`config.mk`:
```
export PLATFORM = sky130hd
export DESIGN_NAME = prt_status_tracker
export DESIGN_NICKNAME = d
export VERILOG_FILES = /design/src/rtl/prt_pkg.sv /design/src/rtl/prt_pick.sv /design/src/rtl/prt_entry.sv /design/src/rtl/prt_status_tracker.sv
export SDC_FILE = /design/constraint.sdc
export NUM_CORES = 1
export LEC_CHECK = 0
export BUFFER_PORTS_ARGS = -buffer_cell sky130_fd_sc_hd__clkbuf_2
export CELL_PAD_IN_SITES_DETAIL_PLACEMENT = 0
export CELL_PAD_IN_SITES_GLOBAL_PLACEMENT = 2
export CORE_ASPECT_RATIO = 0.75
export CORE_MARGIN = 4
export CORE_UTILIZATION = 41
export DETAILED_ROUTE_END_ITERATION = 10
export PLACE_DENSITY_LB_ADDON = 0.1
export SETUP_SLACK_MARGIN = 0.15
export SYNTH_ARGS = -nofsm -noshare
export SYNTH_HDL_FRONTEND = slang
export SYNTH_SLANG_ARGS = --single-unit
export TNS_END_PERCENT = 10
```
`constraint.sdc`:
```
create_clock -name clk -period 5.3 [get_ports clk]
set_clock_uncertainty 0.2 [all_clocks]
set_input_delay 0.265 -clock clk [delete_from_list [all_inputs] [get_ports clk]]
set_output_delay 0.265 -clock clk [all_outputs]
set_load 0.02 [all_outputs]
```
`src/rtl/prt_pkg.sv`:
```
package prt_pkg;
  // status flags of one physical register: {free, arch, ready}
  typedef struct packed {
    logic free;
    logic arch;
    logic rdy;
  } preg_st_t;

  localparam preg_st_t ST_FREE = preg_st_t'(3'b100);
  localparam preg_st_t ST_BUSY = preg_st_t'(3'b000);
  localparam preg_st_t ST_DONE = preg_st_t'(3'b001);
  localparam preg_st_t ST_ARCH = preg_st_t'(3'b011);

  // an operand may be read once its producer has written it
  function automatic logic operand_avail(preg_st_t s);
    return (s == ST_DONE) || (s == ST_ARCH);
  endfunction

  function automatic logic state_legal(preg_st_t s);
    return (s == ST_FREE) || (s == ST_BUSY) || (s == ST_DONE) || (s == ST_ARCH);
  endfunction
endpackage

```
`src/rtl/prt_pick.sv`:
```
module prt_pick #(
  parameter int N  = 64,
  parameter int IW = $clog2(N)
) (
  input  logic [N-1:0]  req_vec,
  output logic [IW-1:0] idx,
  output logic          found
);
  always_comb begin
    idx   = '0;
    found = 1'b0;
    for (int i = N - 1; i >= 0; i--) begin
      if (req_vec[i]) begin
        idx   = IW'(i);
        found = 1'b1;
      end
    end
  end
endmodule

```
`src/rtl/prt_entry.sv`:
```
module prt_entry
  import prt_pkg::*;
#(
  parameter bit INIT_ARCH = 1'b0
) (
  input  logic     clk,
  input  logic     rst_n,
  input  logic     recover,
  input  logic     alloc_hit,
  input  logic     cmpl_hit,
  input  logic     promote_hit,
  input  logic     release_hit,
  output preg_st_t st
);
  preg_st_t st_nxt;

  always_comb begin
    st_nxt = st;
    if (recover) begin
      if (st != ST_ARCH) st_nxt = ST_FREE;
    end else if (alloc_hit && st == ST_FREE) begin
      st_nxt = ST_BUSY;
    end else if (cmpl_hit && st == ST_BUSY) begin
      st_nxt = ST_DONE;
    end else if (promote_hit && st == ST_DONE) begin
      st_nxt = ST_ARCH;
    end else if (release_hit && st == ST_ARCH) begin
      st_nxt = ST_FREE;
    end
  end

  always_ff @(posedge clk) begin
    if (!rst_n) st <= INIT_ARCH ? ST_ARCH : ST_FREE;
    else        st <= st_nxt;
  end

  p_legal_state_r5: assert property (@(posedge clk) disable iff (!rst_n)
    state_legal(st));

  p_cmpl_on_free_ignored_r5: assert property (@(posedge clk) disable iff (!rst_n)
    (cmpl_hit && st == ST_FREE && !alloc_hit && !recover) |=> st == ST_FREE);

  p_recover_clears_used_r7: assert property (@(posedge clk) disable iff (!rst_n)
    recover |=> (st == ST_FREE || st == ST_ARCH));

  p_recover_keeps_arch_r7: assert property (@(posedge clk) disable iff (!rst_n)
    (recover && st == ST_ARCH) |=> st == ST_ARCH);
endmodule

```
`src/rtl/prt_status_tracker.sv`:
```
module prt_status_tracker
  import prt_pkg::*;
#(
  parameter int NUM_PREGS = 64,
  parameter int NUM_ARCH  = 32,
  localparam int IW       = $clog2(NUM_PREGS)
) (
  input  logic          clk,
  input  logic          rst_n,
  input  logic          alloc_req,
  output logic          alloc_grant,
  output logic [IW-1:0] alloc_preg,
  output logic          alloc_stall,
  output logic          any_free,
  input  logic          cmpl_valid,
  input  logic [IW-1:0] cmpl_preg,
  input  logic          cmt_valid,
  input  logic [IW-1:0] cmt_new_preg,
  input  logic [IW-1:0] cmt_old_preg,
  input  logic          recover,
  input  logic [IW-1:0] src_a_preg,
  output logic          src_a_rdy,
  input  logic [IW-1:0] src_b_preg,
  output logic          src_b_rdy
);
  preg_st_t             st_arr [NUM_PREGS];
  logic [NUM_PREGS-1:0] free_vec;
  logic [NUM_PREGS-1:0] busy_vec;
  logic [NUM_PREGS-1:0] done_vec;
  logic [NUM_PREGS-1:0] arch_vec;

  // named event wires
  logic alloc_fire;
  logic cmpl_fire;
  logic cmt_fire;

  prt_pick #(.N(NUM_PREGS), .IW(IW)) u_pick (
    .req_vec (free_vec),
    .idx     (alloc_preg),
    .found   (any_free)
  );

  assign alloc_fire  = alloc_req && any_free && !recover;
  assign cmpl_fire   = cmpl_valid && !recover;
  assign cmt_fire    = cmt_valid && !recover;
  assign alloc_grant = alloc_fire;
  assign alloc_stall = alloc_req && !any_free;

  for (genvar g = 0; g < NUM_PREGS; g++) begin : g_entry
    prt_entry #(.INIT_ARCH(g < NUM_ARCH)) u_entry (
      .clk         (clk),
      .rst_n       (rst_n),
      .recover     (recover),
      .alloc_hit   (alloc_fire && alloc_preg == IW'(g)),
      .cmpl_hit    (cmpl_fire && cmpl_preg == IW'(g)),
      .promote_hit (cmt_fire && cmt_new_preg == IW'(g)),
      .release_hit (cmt_fire && cmt_old_preg == IW'(g)),
      .st          (st_arr[g])
    );
    assign free_vec[g] = (st_arr[g] == ST_FREE);
    assign busy_vec[g] = (st_arr[g] == ST_BUSY);
    assign done_vec[g] = (st_arr[g] == ST_DONE);
    assign arch_vec[g] = (st_arr[g] == ST_ARCH);
  end

  assign src_a_rdy = operand_avail(st_arr[src_a_preg]);
  assign src_b_rdy = operand_avail(st_arr[src_b_preg]);

  p_grant_makes_busy_r2: assert property (@(posedge clk) disable iff (!rst_n)
    alloc_grant |=> busy_vec[$past(alloc_preg)]);

  p_stall_no_grant_r3: assert property (@(posedge clk) disable iff (!rst_n)
    alloc_stall |-> !alloc_grant);

  p_commit_promotes_r6: assert property (@(posedge clk) disable iff (!rst_n)
    (cmt_valid && !recover && done_vec[cmt_new_preg]) |=> arch_vec[$past(cmt_new_preg)]);

  p_recover_drops_alloc_r8: assert property (@(posedge clk) disable iff (!rst_n)
    recover |-> !alloc_grant);

  p_recover_no_used_r7: assert property (@(posedge clk) disable iff (!rst_n)
    recover |=> (busy_vec == '0 && done_vec == '0));
endmodule

```
==> results.txt, run 1 <==
For this run, the top clock speed supported by timing is 0.241 GHz. The number of buffers added to fix hold violations after cts came out at 0. The clock-pin slew of the registers on the worst-case setup and hold paths came out at 70 ps. The commonest register cell after synthesis is sky130_fd_sc_hd__dfxtp_1.

The combinational cell fraction of total power came out at 0.232. The gate count after technology mapping is 1757. The layout net count came out at 1802.

The slowest stage of the critical path is the sky130_fd_sc_hd__nor3b_1 cell. The detailed-route wire length on metal 1 is 28200 µm. The slew at the pin closest to its max-slew limit is 1220 ps. The average size of a mapped cell came out at 7.56 µm². Traced cell by cell, the critical path runs through nor3b_1 > nor2_1 > o311ai_1 > a211oi_1 > a2111oi_1 > nand2_1 > nor2_1 > buf_4 > a41oi_1.

In the final layout, the registers with the most flip-flops are g_entry.u_entry.st x192. The switching power as a share of total power came out at 0.351. The number of H-tree levels is 4.

The global placement routability congestion is 1.06. The growth of design area from synthesis to finish is 9.91%. The effective utilization at floorplan is 0.420. The final core utilization is 0.462. The sum of routed wire length over all layers is 62700 µm. The worst setup path is launched from a flop. The count of flip-flops with a built-in enable after synthesis came out at 0.

The critical path is of the reg -> reg type. The total overflow left after global routing is 0. The per-cell via count in the routed design is 6.73. The worst vdd rail ir drop came out at 0.200 mV. The floorplan row count is 56.

The y dimension of the die came out at 164 µm. The final worst-path cycle share came out at 0.781. The unique cell type count in the Yosys netlist came out at 89. The reported leakage power came out at 4.97 nW. Max-cap violations in this run came to 0. Measured along the x axis, the die boundary spans 216 µm. STA classifies the critical path endpoint as a flop. In this run, CTS created clock tree buffers numbering 17. The number of remaining DRC errors is 0.

The critical path required time came out at 5390 ps. Setup repair after global routing left no endpoint under its margin. The dominant cell type by count on the critical path is sky130_fd_sc_hd__nor2_1. The count of warnings emitted by yosys came out at 0.

The total nets after synthesis came out at 1793. The combinational family with the most area after synthesis is simple AND/OR/NAND/NOR gates. The fraction of final layout cells sized beyond drive strength 1 came out at 0.117.

TritonCTS built the clock tree. The detailed router used layers up to and including met5. The share of total power dissipated in sequential elements is 0.404.

The power spent charging and discharging nets is 1.44 mW. The area of the mapped netlist came out at 13300 µm². The clock power share is 0.364. The largest net degree at the start of global routing is 65. The total iterations of the first detailed-routing run is 6. The average wire per cell in the routed design came out at 28.3 µm.

The biggest area consumer among synthesized cells is sky130_fd_sc_hd__dfxtp_1. The routed design could run at a clock period as short as 4140 ps. The number of setup buffers added after CTS is 0. The initial antenna violation count was 3.

The largest incremental delay on the critical path came out at 700 ps. The accumulated negative setup slack is 0 ps. The internal power of the cells totals 2.66 mW.

The fraction of the yosys area taken by sequential cells is 0.289. The mux cell area share after synthesis came out at 0.0601. In this run the clock root is driven by a sky130_fd_sc_hd__clkbuf_16. The final non-filler cell area is 14600 µm². The remaining max-slew budget at the tightest pin is 0.176. The share of flip-flops with an asynchronous set or reset after synthesis is 0. The total count of hold-check failures in the final report came out at 0.

Of the total synthesized cell area, the portion taken by full adders, half adders and majority gates is 0. The quantity of I/O buffers inserted on ports is 46. The flip-flop count of the largest register, all copies and words added came out at 192. The via count of the first global-routing pass came to 13000. For the worst-skew pair, the clock arrives at the later sink with an insertion delay of 480 ps. The final count of negative-setup-slack endpoints came out at 0. Synthesis inferred 192 register bits. The routed layout has 14900 vias. On the final layout, the worst hold slack is 46.3 ps.

The post-cts resize count is 0. The run finished with clean final reports. At the worst endpoint, the arrival time is 4230 ps. The longest clock path from root to sink contains 2 buffers.

The xor and xnor fraction of the mapped netlist area is 0. In the post-synthesis netlist, the cell with the most instances is sky130_fd_sc_hd__dfxtp_1. Detailed placement ended at an HPWL of 46800 µm.

The maximum fanout count along the critical path is 8. The fraction of synthesized cell area taken by the top area cell type came out at 0.289. The die covers 35400 µm². The number of DRC violations after detailed-routing iteration 0 came out at 2447. The I/O pin total came out at 47. The area of the core came out at 31600 µm². The met3 wire length is 7770 µm. The total track usage is 0.348. In the detailed route, the total length drawn on met2 is 24700 µm.

The compound-cell area share of the yosys netlist came out at 0.233. The CTS sink count is 192. Of the total synthesized cell area, the portion taken by AND, OR, NAND and NOR gates is 0.373.

The wire length of the first global-routing pass came out at 90600 µm. Once detail routing completed, the nets flagged for antenna violations numbered 0. The power density normalized to cell area came out at 281 nW/µm². The path class of the tightest hold or removal check is in -> reg. Ranked by total cell area, the synthesized netlist is headed by sky130_fd_sc_hd__dfxtp_1 29%, sky130_fd_sc_hd__mux4_2 5.9%, sky130_fd_sc_hd__nand2_1 5.4%. The instance area at placement came out at 14000 µm². The register containing the most flip-flops in the final layout is g_entry.u_entry.st. The number of pins exceeding their max-slew limit in the final report is 0. In the synthesized netlist, the cells that appear most often are 192 x sky130_fd_sc_hd__dfxtp_1, 191 x sky130_fd_sc_hd__nand2_1, 147 x sky130_fd_sc_hd__nor2_1.
worst paths after layout:
kind                            cells after the start                        end                       from  slack (ps)
worst min-delay path                                3  g_entry[48].u_entry.st[1]                    recover          50
worst max-delay path                                9  g_entry[30].u_entry.st[2]  g_entry[19].u_entry.st[2]        1160
worst max register to register                      9  g_entry[30].u_entry.st[2]  g_entry[19].u_entry.st[2]        1160
worst min register to register                      2  g_entry[15].u_entry.st[0]  g_entry[15].u_entry.st[0]         280
logic make-up (layout without fill, tap and decap cells):
family          Yosys count  in the layout
buf+inv                 150            172
simple gates            913            913
other cells               0              1
compound gates          466            466
flops                   192            192
mux                      36             36
per-stage QoR:
step / total power [mW] / setup WS (ps) / cells
floorplan: 2.23 / 2490 / 1757
global placement: 2.60 / 1250 / 2182
detailed placement: 2.60 / 1360 / 2182
CTS: 4.07 / 1350 / 2214
global route: 4.24 / 1090 / 2214
finish: 4.10 / 1160 / 2215
critical path, delay by kind of cell, from the launching register on:
family,cells,cell delay (ps)
flops,1,430
simple gates,4,1840
compound gates,4,1160
buf+inv,1,320
power groups by stage:
stage / sequential (mW) / clock [mW] / combinational, mW
6_report: 1.65 / 1.49 / 0.952
5_1_grt: 1.67 / 1.56 / 1.00
4_1_cts: 1.65 / 1.50 / 0.920
3_5_place_dp: 1.68 / 0 / 0.917
3_3_place_gp: 1.68 / 0 / 0.916
2_1_floorplan: 1.65 / 0 / 0.582
per-layer routing:
| metal | track usage | up-vias |
|---|---|---|
| li1 | - | 6674 |
| met1 | 0.525 | 7189 |
| met2 | 0.480 | 932 |
| met3 | 0.0875 | 117 |
| met4 | 0.110 | 4 |
| met5 | 0 | - |
cell type report:
| cell class | count | area [µm²] |
|---|---|---|
| fill | 3227 | 17000 |
| sequential | 192 | 3840 |
| antenna | 1 | 2.50 |
| inverter | 63 | 236 |
| multi-input combinational | 1415 | 8870 |
| tap | 435 | 544 |
| clock inverter | 14 | 200 |
| clock buffer | 18 | 439 |
| timing repair buffer | 77 | 468 |
layout by cell type, fill, tap and decap left out, types with 9 or more instances in the layout:
| master | Yosys | final |
|---|---|---|
| sky130_fd_sc_hd__a211oi_1 | 18 | 18 |
| sky130_fd_sc_hd__a21o_1 | 31 | 31 |
| sky130_fd_sc_hd__a21oi_1 | 132 | 132 |
| sky130_fd_sc_hd__a311oi_1 | 15 | 15 |
| sky130_fd_sc_hd__a31oi_1 | 39 | 39 |
| sky130_fd_sc_hd__a41oi_1 | 32 | 32 |
| sky130_fd_sc_hd__and2_1 | 12 | 12 |
| sky130_fd_sc_hd__and3_1 | 16 | 16 |
| sky130_fd_sc_hd__buf_4 | 1 | 33 |
| sky130_fd_sc_hd__clkbuf_16 | 0 | 17 |
| sky130_fd_sc_hd__clkbuf_2 | 2 | 44 |
| sky130_fd_sc_hd__dfxtp_1 | 192 | 192 |
| sky130_fd_sc_hd__inv_1 | 61 | 60 |
| sky130_fd_sc_hd__mux4_2 | 35 | 35 |
| sky130_fd_sc_hd__nand2_1 | 191 | 191 |
| sky130_fd_sc_hd__nand2b_1 | 41 | 41 |
| sky130_fd_sc_hd__nand3_1 | 83 | 83 |
| sky130_fd_sc_hd__nand3b_1 | 14 | 14 |
| sky130_fd_sc_hd__nand4_1 | 24 | 24 |
| sky130_fd_sc_hd__nor2_1 | 147 | 146 |
| sky130_fd_sc_hd__nor2b_1 | 77 | 77 |
| sky130_fd_sc_hd__nor3_1 | 93 | 92 |
| sky130_fd_sc_hd__nor3b_1 | 56 | 55 |
| sky130_fd_sc_hd__nor4_1 | 49 | 49 |
| sky130_fd_sc_hd__o21a_1 | 9 | 9 |
| sky130_fd_sc_hd__o21ai_0 | 77 | 77 |
| sky130_fd_sc_hd__o221ai_1 | 9 | 9 |
| sky130_fd_sc_hd__o31ai_1 | 13 | 13 |
| sky130_fd_sc_hd__or2_2 | 9 | 9 |
| sky130_fd_sc_hd__or3_1 | 13 | 13 |
| sky130_fd_sc_hd__or3b_2 | 22 | 22 |
| sky130_fd_sc_hd__or4_1 | 34 | 34 |
Note: power is estimated with default switching activity, not from simulation.
==> inputs of run 2 (changes only) <==
--- a/config.mk
+++ b/config.mk
@@ -10,7 +10,7 @@
 export CELL_PAD_IN_SITES_GLOBAL_PLACEMENT = 2
 export CORE_ASPECT_RATIO = 0.75
 export CORE_MARGIN = 4
-export CORE_UTILIZATION = 41
+export CORE_UTILIZATION = 38
 export DETAILED_ROUTE_END_ITERATION = 10
 export PLACE_DENSITY_LB_ADDON = 0.1
 export SETUP_SLACK_MARGIN = 0.15
==> constraint.sdc (replaced) <==
create_clock -name clk -period 4 [get_ports clk]
set_clock_uncertainty 0.2 [all_clocks]
set_input_delay 0.2 -clock clk [delete_from_list [all_inputs] [get_ports clk]]
set_output_delay 0.2 -clock clk [all_outputs]
set_load 0.02 [all_outputs]
==> results.txt, run 2 (synthesis results as in run 1) <==
The total iterations of the first detailed-routing run came out at 6. Together, buffers and inverters on the worst path number 2. The number of buffers added by the clock tree synthesis step is 17. The worst-case clock buffer depth came out at 2. Summing all placed instances gives a cell area of 14300 µm². The cell depth of the worst flop-to-flop path is 9. The initial antenna violation count is 4. The element type at the critical path end is a flop. The placed wire-length estimate after detailed placement came out at 50500 µm. Entering global routing, the biggest net connects 89 pins. The per-cell via count in the routed design is 6.58. More flip-flops sit in one register than any other, and that register is g_entry.u_entry.st. The number of pins exceeding their max-slew limit in the final report came out at 0. The reported leakage power came out at 5.21 nW. The quantity of I/O buffers inserted on ports came out at 46. The worst vdd rail ir drop is 0.293 mV. The type of element launching the critical path is a flop. The register with the most flip-flops in the layout has 192 of them. After clock tree synthesis, the clock-pin slew on the worst setup and hold paths is 70 ps. The critical path required time is 4090 ps. The total track usage is 0.341.

The end of the worst register-to-register path is g_entry[21].u_entry.st[2]. For this run, the slowest stage of the critical path takes 780 ps. The slew at the pin closest to its max-slew limit came out at 1160 ps. The sum of overflow across all layers after global routing is 0. The highest attainable clock frequency came out at 0.265 GHz. The CTS sink count came out at 192.

The number of DRC violations after detailed-routing iteration 0 is 1964. At the end of the flow, the number of nets in the layout was 1849. The sum of routed wire length over all layers came out at 66200 µm. The run finished with clean final reports.

The x dimension of the die came out at 224 µm. The register-to-register setup slack is 230 ps. The via count of the first global-routing pass came out at 13300. The y dimension of the die is 170 µm. Data arrives at the worst endpoint at 3860 ps. The maximum fanout count along the critical path is 7.

The congestion estimate from routability-driven global placement came to 0.984. Traced cell by cell, the critical path runs through nor3b_1 > o311ai_1 > a211oi_1 > o311ai_0 > nand2_1 > buf_4 > inv_2 > nor2_1 > a41oi_1. The post-route minimum period came out at 3770 ps. Setup violations remaining at the end of the flow were counted as 0. The initial utilization of the core area, before any placement, comes to 0.384. The final cell count without fillers is 2284. TritonCTS built the clock tree. The beginning of the critical path is g_entry[17].u_entry.st[1]. In this run the critical register-to-register path is launched from g_entry[17].u_entry.st[1]. The tree is rooted in a sky130_fd_sc_hd__clkbuf_16. The first global-routing pass estimated 94700 µm of wire. The fraction of final layout cells sized beyond drive strength 1 is 0.141. The cell family contributing the most delay on the critical path is simple AND/OR/NAND/NOR gates. The average wire per cell in the routed design came out at 29.0 µm. The die outline area is 38100 µm². The largest registers in the layout are g_entry.u_entry.st x192. The max-cap check violation count came out at 0. The final worst-path cycle share is 0.942. In this run, placement finished with an instance count of 2248. In this run the number of H-tree levels came out at 4. The area of the core came out at 34600 µm². The power density normalized to cell area came out at 364 nW/µm².

Adding up every negative setup slack in the final design gives 0 ps. The floorplan row count came out at 59. The I/O pin total came out at 47. The tightest hold path in the finished design has a slack of 78.1 ps.

The min-delay analysis places its worst path in the category in -> reg. After detailed routing, the number of remaining DRC violations is 0. The library cell used most frequently in the layout, excluding fill and tap cells, is sky130_fd_sc_hd__dfxtp_1. The count of nets left with antenna violations once routing finished came out at 0. The remaining max-slew budget at the tightest pin came out at 0.221. The total vias in the final route came out at 15000.

Setup repair after global routing could not meet its margin everywhere. The termination of the worst setup path is g_entry[21].u_entry.st[2]. The library cells used most frequently in the layout, excluding fill and tap cells, are 192 x sky130_fd_sc_hd__dfxtp_1, 191 x sky130_fd_sc_hd__nand2_1, 146 x sky130_fd_sc_hd__nor2_1, 132 x sky130_fd_sc_hd__a21oi_1, 92 x sky130_fd_sc_hd__nor3_1. The final non-filler cell area is 15000 µm². The growth of design area from synthesis to finish is 13.0%.

By startpoint and endpoint, the worst setup path is classified as reg -> reg. The insertion delay of the later-clocked pin in the worst-skew pair is 470 ps. The slowest stage cell on the critical path is sky130_fd_sc_hd__nor3b_1. The total count of hold-check failures in the final report came out at 0.

The logic depth of the worst setup path including buffers is 9.
## run 2: worst min path at each step
| stage | start | endpoint | slack [ps] | cells past startpoint |
|---|---|---|---|---|
| floorplan | cmpl_preg[4] | g_entry[38].u_entry.st[0] | 240 | 3 |
| global placement | g_entry[15].u_entry.st[0] | g_entry[15].u_entry.st[0] | 260 | 2 |
| detailed placement | g_entry[15].u_entry.st[0] | g_entry[15].u_entry.st[0] | 250 | 2 |
| CTS | cmpl_preg[3] | g_entry[0].u_entry.st[0] | 40 | 4 |
| global route | cmpl_preg[2] | g_entry[0].u_entry.st[0] | 90 | 4 |
| finish | cmpl_preg[3] | g_entry[0].u_entry.st[0] | 80 | 4 |
## run 2: tightest hold or removal path, cell delays in order
cell	delay, ps
sky130_fd_sc_hd__clkbuf_2	160
sky130_fd_sc_hd__nor2_1	130
sky130_fd_sc_hd__nand4_1	110
sky130_fd_sc_hd__nand3b_1	80
## run 2: final cells by class
class | instances | area [µm²]
diodes | 1 | 2.50
fillers | 3564 | 19600
clock buffers | 18 | 439
multi-input cells | 1415 | 8880
flip-flops and latches | 192 | 3840
repair buffers | 124 | 838
well taps | 457 | 572
inverters | 63 | 236
clock inverters | 14 | 194
## run 2: stage by stage
| stage | setup WS [ps] | utilization | power (mW) |
|---|---|---|---|
| 2_1_floorplan | 1190 | - | 2.96 |
| 3_3_place_gp | 308 | 0.414 | 3.50 |
| 5_1_grt | 116 | 0.433 | 5.64 |
| 6_report | 231 | 0.434 | 5.47 |
| 3_5_place_dp | 265 | 0.414 | 3.50 |
| 4_1_cts | 196 | 0.433 | 5.44 |
## run 2: per-layer routing
| layer | track usage | vias up | share of wire |
|---|---|---|---|
| li1 | - | 6769 | - |
| met1 | 0.513 | 7293 | 0.46 |
| met2 | 0.486 | 860 | 0.41 |
| met3 | 0.0866 | 108 | 0.11 |
| met4 | 0.0833 | 2 | 0.024 |
| met5 | 0 | - | 0.00020 |
## run 2: report_power, final
group | internal (mW) | switching (mW) | total, mW
combinational | 0.440 | 0.881 | 1.32
sequential | 2.04 | 0.157 | 2.19
clock | 1.03 | 0.922 | 1.95
## run 2: what timing repair did
action | in CTS | in global routing
endpoints found under the setup margin | 1 | 6
buffers inserted | 0 | 1
cloned | 0 | 0
endpoints found under the hold margin | 15 | 0
hold buffers | 2 | 0
resized for setup | 2 | 2
pin swaps | 0 | 1
==> inputs of run 3 (changes only) <==
--- a/config.mk
+++ b/config.mk
@@ -11,8 +11,9 @@
 export CORE_ASPECT_RATIO = 0.75
 export CORE_MARGIN = 4
 export CORE_UTILIZATION = 38
+export CTS_BUF_LIST = sky130_fd_sc_hd__clkbuf_16
 export DETAILED_ROUTE_END_ITERATION = 10
-export PLACE_DENSITY_LB_ADDON = 0.1
+export PLACE_DENSITY = 0.8
 export SETUP_SLACK_MARGIN = 0.15
 export SYNTH_ARGS = -nofsm -noshare
 export SYNTH_HDL_FRONTEND = slang
==> results.txt, run 3 (synthesis results as in run 1) <==
The number of fillers in the final layout is 3540. The final worst-path cycle share came out at 0.933. The die outline area is 38100 µm². The clock power share is 0.324. The global placement routability congestion came out at 0.996. The highest attainable clock frequency came out at 0.268 GHz. The worst setup path is launched from a flop. Data on the critical path arrives at its endpoint at 3330 ps.

The slowest stage cell on the critical path is sky130_fd_sc_hd__nor3b_1. The slew at the pin closest to its max-slew limit came out at 1040 ps. The post-route minimum period came out at 3730 ps.

The sequential cell area in the final layout came out at 3840 µm². The category of cells accounting for the largest share of critical-path delay is compound AO/OA/AOI/OAI gates. The post-layout worst setup margin is 268 ps. The number of DRC violations after detailed-routing iteration 0 came out at 2004. The insertion delay of the later-clocked pin in the worst-skew pair came out at 470 ps.

After routing the design area is 14900 µm². The average wire per cell in the routed design is 28.2 µm. The critical path starts at g_entry[16].u_entry.st[1]. The worst-case clock buffer depth came out at 2.

From synthesis to final layout, the design area changed by 11.8%. The max-cap check violation count is 0. The number of H-tree levels came out at 4. On the worst path, the slowest cell contributes a delay of 760 ps. The floorplan row count is 59.

The final count of negative-setup-slack endpoints came out at 0. The dominant cell type by count on the critical path is sky130_fd_sc_hd__o311ai_1. The largest registers in the layout are g_entry.u_entry.st x192.

The flip-flop count of the largest register, all copies and words added came out at 192. The number of remaining DRC errors came out at 0. The switching power as a share of total power is 0.358. The instance area at placement is 14300 µm². Along the worst hold path, the cell count comes to 3.

The cell depth of the worst flop-to-flop path came out at 8. By startpoint and endpoint, the worst setup path is classified as reg -> out. After detailed routing, the total wire length is 64200 µm.

The die is 224 µm wide. The per-cell via count in the routed design came out at 6.60. The largest net degree at the start of global routing is 108.

The hold slack came out at 21.4 ps. The flow ran to the end, and the final reports show no timing, DRC or antenna violations. The clock-pin slew of the registers on the worst-case setup and hold paths is 70 ps. The critical path required time is 3600 ps. In this run the power spent charging and discharging nets is 1.86 mW.

In this run the critical register-to-register path is captured at g_entry[23].u_entry.st[2]. The number of buffer and inverter stages on the critical path is 3. The total vias in the final route is 15000. The final cell count without fillers is 2276. The number of buffers added to fix hold violations after cts came out at 0. The via count of the first global-routing pass came to 13100.

In this run the standard cell core region covers 34600 µm². The sum of overflow across all layers after global routing is 0. The endpoint of the worst hold-timing path is g_entry[6].u_entry.st[1]. The number of pins exceeding their max-slew limit in the final report came out at 0.

The final core utilization came out at 0.429. Counting the buffers created by CTS gives 17. The critical path goes through nor3b_1 > o311ai_1 > a211oi_1 > o311ai_1 > nand2_1 > buf_4 > inv_2 > clkbuf_2. The effective utilization at floorplan came out at 0.384. In this run the remaining antenna-violating nets after routing total 0.

Clock tree synthesis selected as its root buffer the cell sky130_fd_sc_hd__clkbuf_16. The class of the tightest hold or removal check is in -> reg. The total iterations of the first detailed-routing run came out at 6. The total count of hold-check failures in the final report came out at 0. Counting buffers and inverters, the worst setup path is 8 cells deep. The layout net count came out at 1843. The area of the multi-input gates came out at 8880 µm². The total track usage is 0.328. The completed layout was analyzed and its total power is 5.19 mW. Summed over all failing endpoints, the final setup total negative slack is 0 ps. The startpoint identified for the worst register-to-register timing path is g_entry[3].u_entry.st[2]. The part of the total power dissipated in sequential elements came out at 0.423. The first global-routing pass estimated 91700 µm of wire. The cell count after placement came out at 2243. The register with the most flip-flops in the final layout is g_entry.u_entry.st.

The setup slack at placement is 359 ps. The worst vdd rail ir drop came out at 0.303 mV. Cell internal power was estimated by the tool at 3.33 mW.

The element type at the critical path end is a primary output. The quantity of I/O buffers inserted on ports came out at 46. The I/O pin total came out at 47.

The placed wire-length estimate after detailed placement came out at 48200 µm. In this run the tightest slew margin relative to its limit is 0.307. In this run the most critical hold path is launched from rst_n.

TritonCTS built the clock tree. The setup check on the worst reg-to-reg path leaves a slack of 380 ps. The initial antenna violation count was 1. The power density normalized to cell area came out at 350 nW/µm². Leaving out fill and tap cells, the most frequent cell in the layout is sky130_fd_sc_hd__dfxtp_1.

The CTS sink count came out at 192. Of all nets on the critical path, the largest fanout is 8. The combinational cell fraction of total power is 0.253. The y dimension of the die came out at 170 µm. The fraction of final layout cells sized beyond drive strength 1 came out at 0.133.

Leaving out fill and tap cells, the most frequent cells in the layout are 192 x sky130_fd_sc_hd__dfxtp_1, 191 x sky130_fd_sc_hd__nand2_1, 147 x sky130_fd_sc_hd__nor2_1, 132 x sky130_fd_sc_hd__a21oi_1, 93 x sky130_fd_sc_hd__nor3_1. Setup repair after global routing could not meet its margin everywhere. The reported leakage power came out at 5.13 nW.
-- run 3: cell types whose count changed in the layout (fill, tap and decap cells not counted), sizes merged, moves of 2 or more --
| cell | change |
|---|---|
| inv | -5 |
| buf | -4 |
| bufinv | -2 |
| dlygate4sd3 | -2 |
| clkinv | +5 |
-- run 3: final cells by class --
type | instances | share of cell area
clock buffer | 17 | 0.0286
timing repair buffer | 118 | 0.0539
antenna | 1 | 0.000168
tap | 457 | 0.0385
sequential | 192 | 0.259
clock inverter | 13 | 0.00665
inverter | 63 | 0.0159
multi-input combinational | 1415 | 0.598
-- run 3: how the worst max path moves through the flow --
| stage | slack (ps) | end |
|---|---|---|
| 6_report | 270 | alloc_preg[1] |
| 5_1_grt | 110 | alloc_preg[1] |
| 4_1_cts | 90 | alloc_preg[0] |
| 3_5_place_dp | 360 | g_entry[57].u_entry.st[2] |
| 3_3_place_gp | 340 | g_entry[57].u_entry.st[2] |
| 2_1_floorplan | 1190 | g_entry[25].u_entry.st[2] |
-- run 3: repair_timing --
| item | CTS | global route |
|---|---|---|
| setup buffers | 0 | 2 |
| resized for setup | 2 | 1 |
| endpoints found under the setup margin | 2 | 2 |
| cloned | 0 | 0 |
| pin swaps | 0 | 1 |
-- run 3: per-layer routing --
layer,GRT usage,part of all wire,vias up
met2,0.452,0.39,879
met1,0.499,0.45,7253
met4,0.131,0.041,2
met5,0,0.00028,-
li1,-,-,6767
met3,0.0621,0.11,125
-- run 3: power groups by stage --
stage | combinational (mW) | clock, mW | sequential, mW
6_report | 1.32 | 1.68 | 2.20
3_5_place_dp | 1.26 | 0 | 2.23
3_3_place_gp | 1.26 | 0 | 2.23
2_1_floorplan | 0.771 | 0 | 2.19
5_1_grt | 1.39 | 1.77 | 2.22
4_1_cts | 1.27 | 1.70 | 2.19
-- run 3: worst min-delay path, stage by stage --
cell and delay [ps]:
sky130_fd_sc_hd__buf_4 130, sky130_fd_sc_hd__buf_12 200, sky130_fd_sc_hd__nand3_1 110
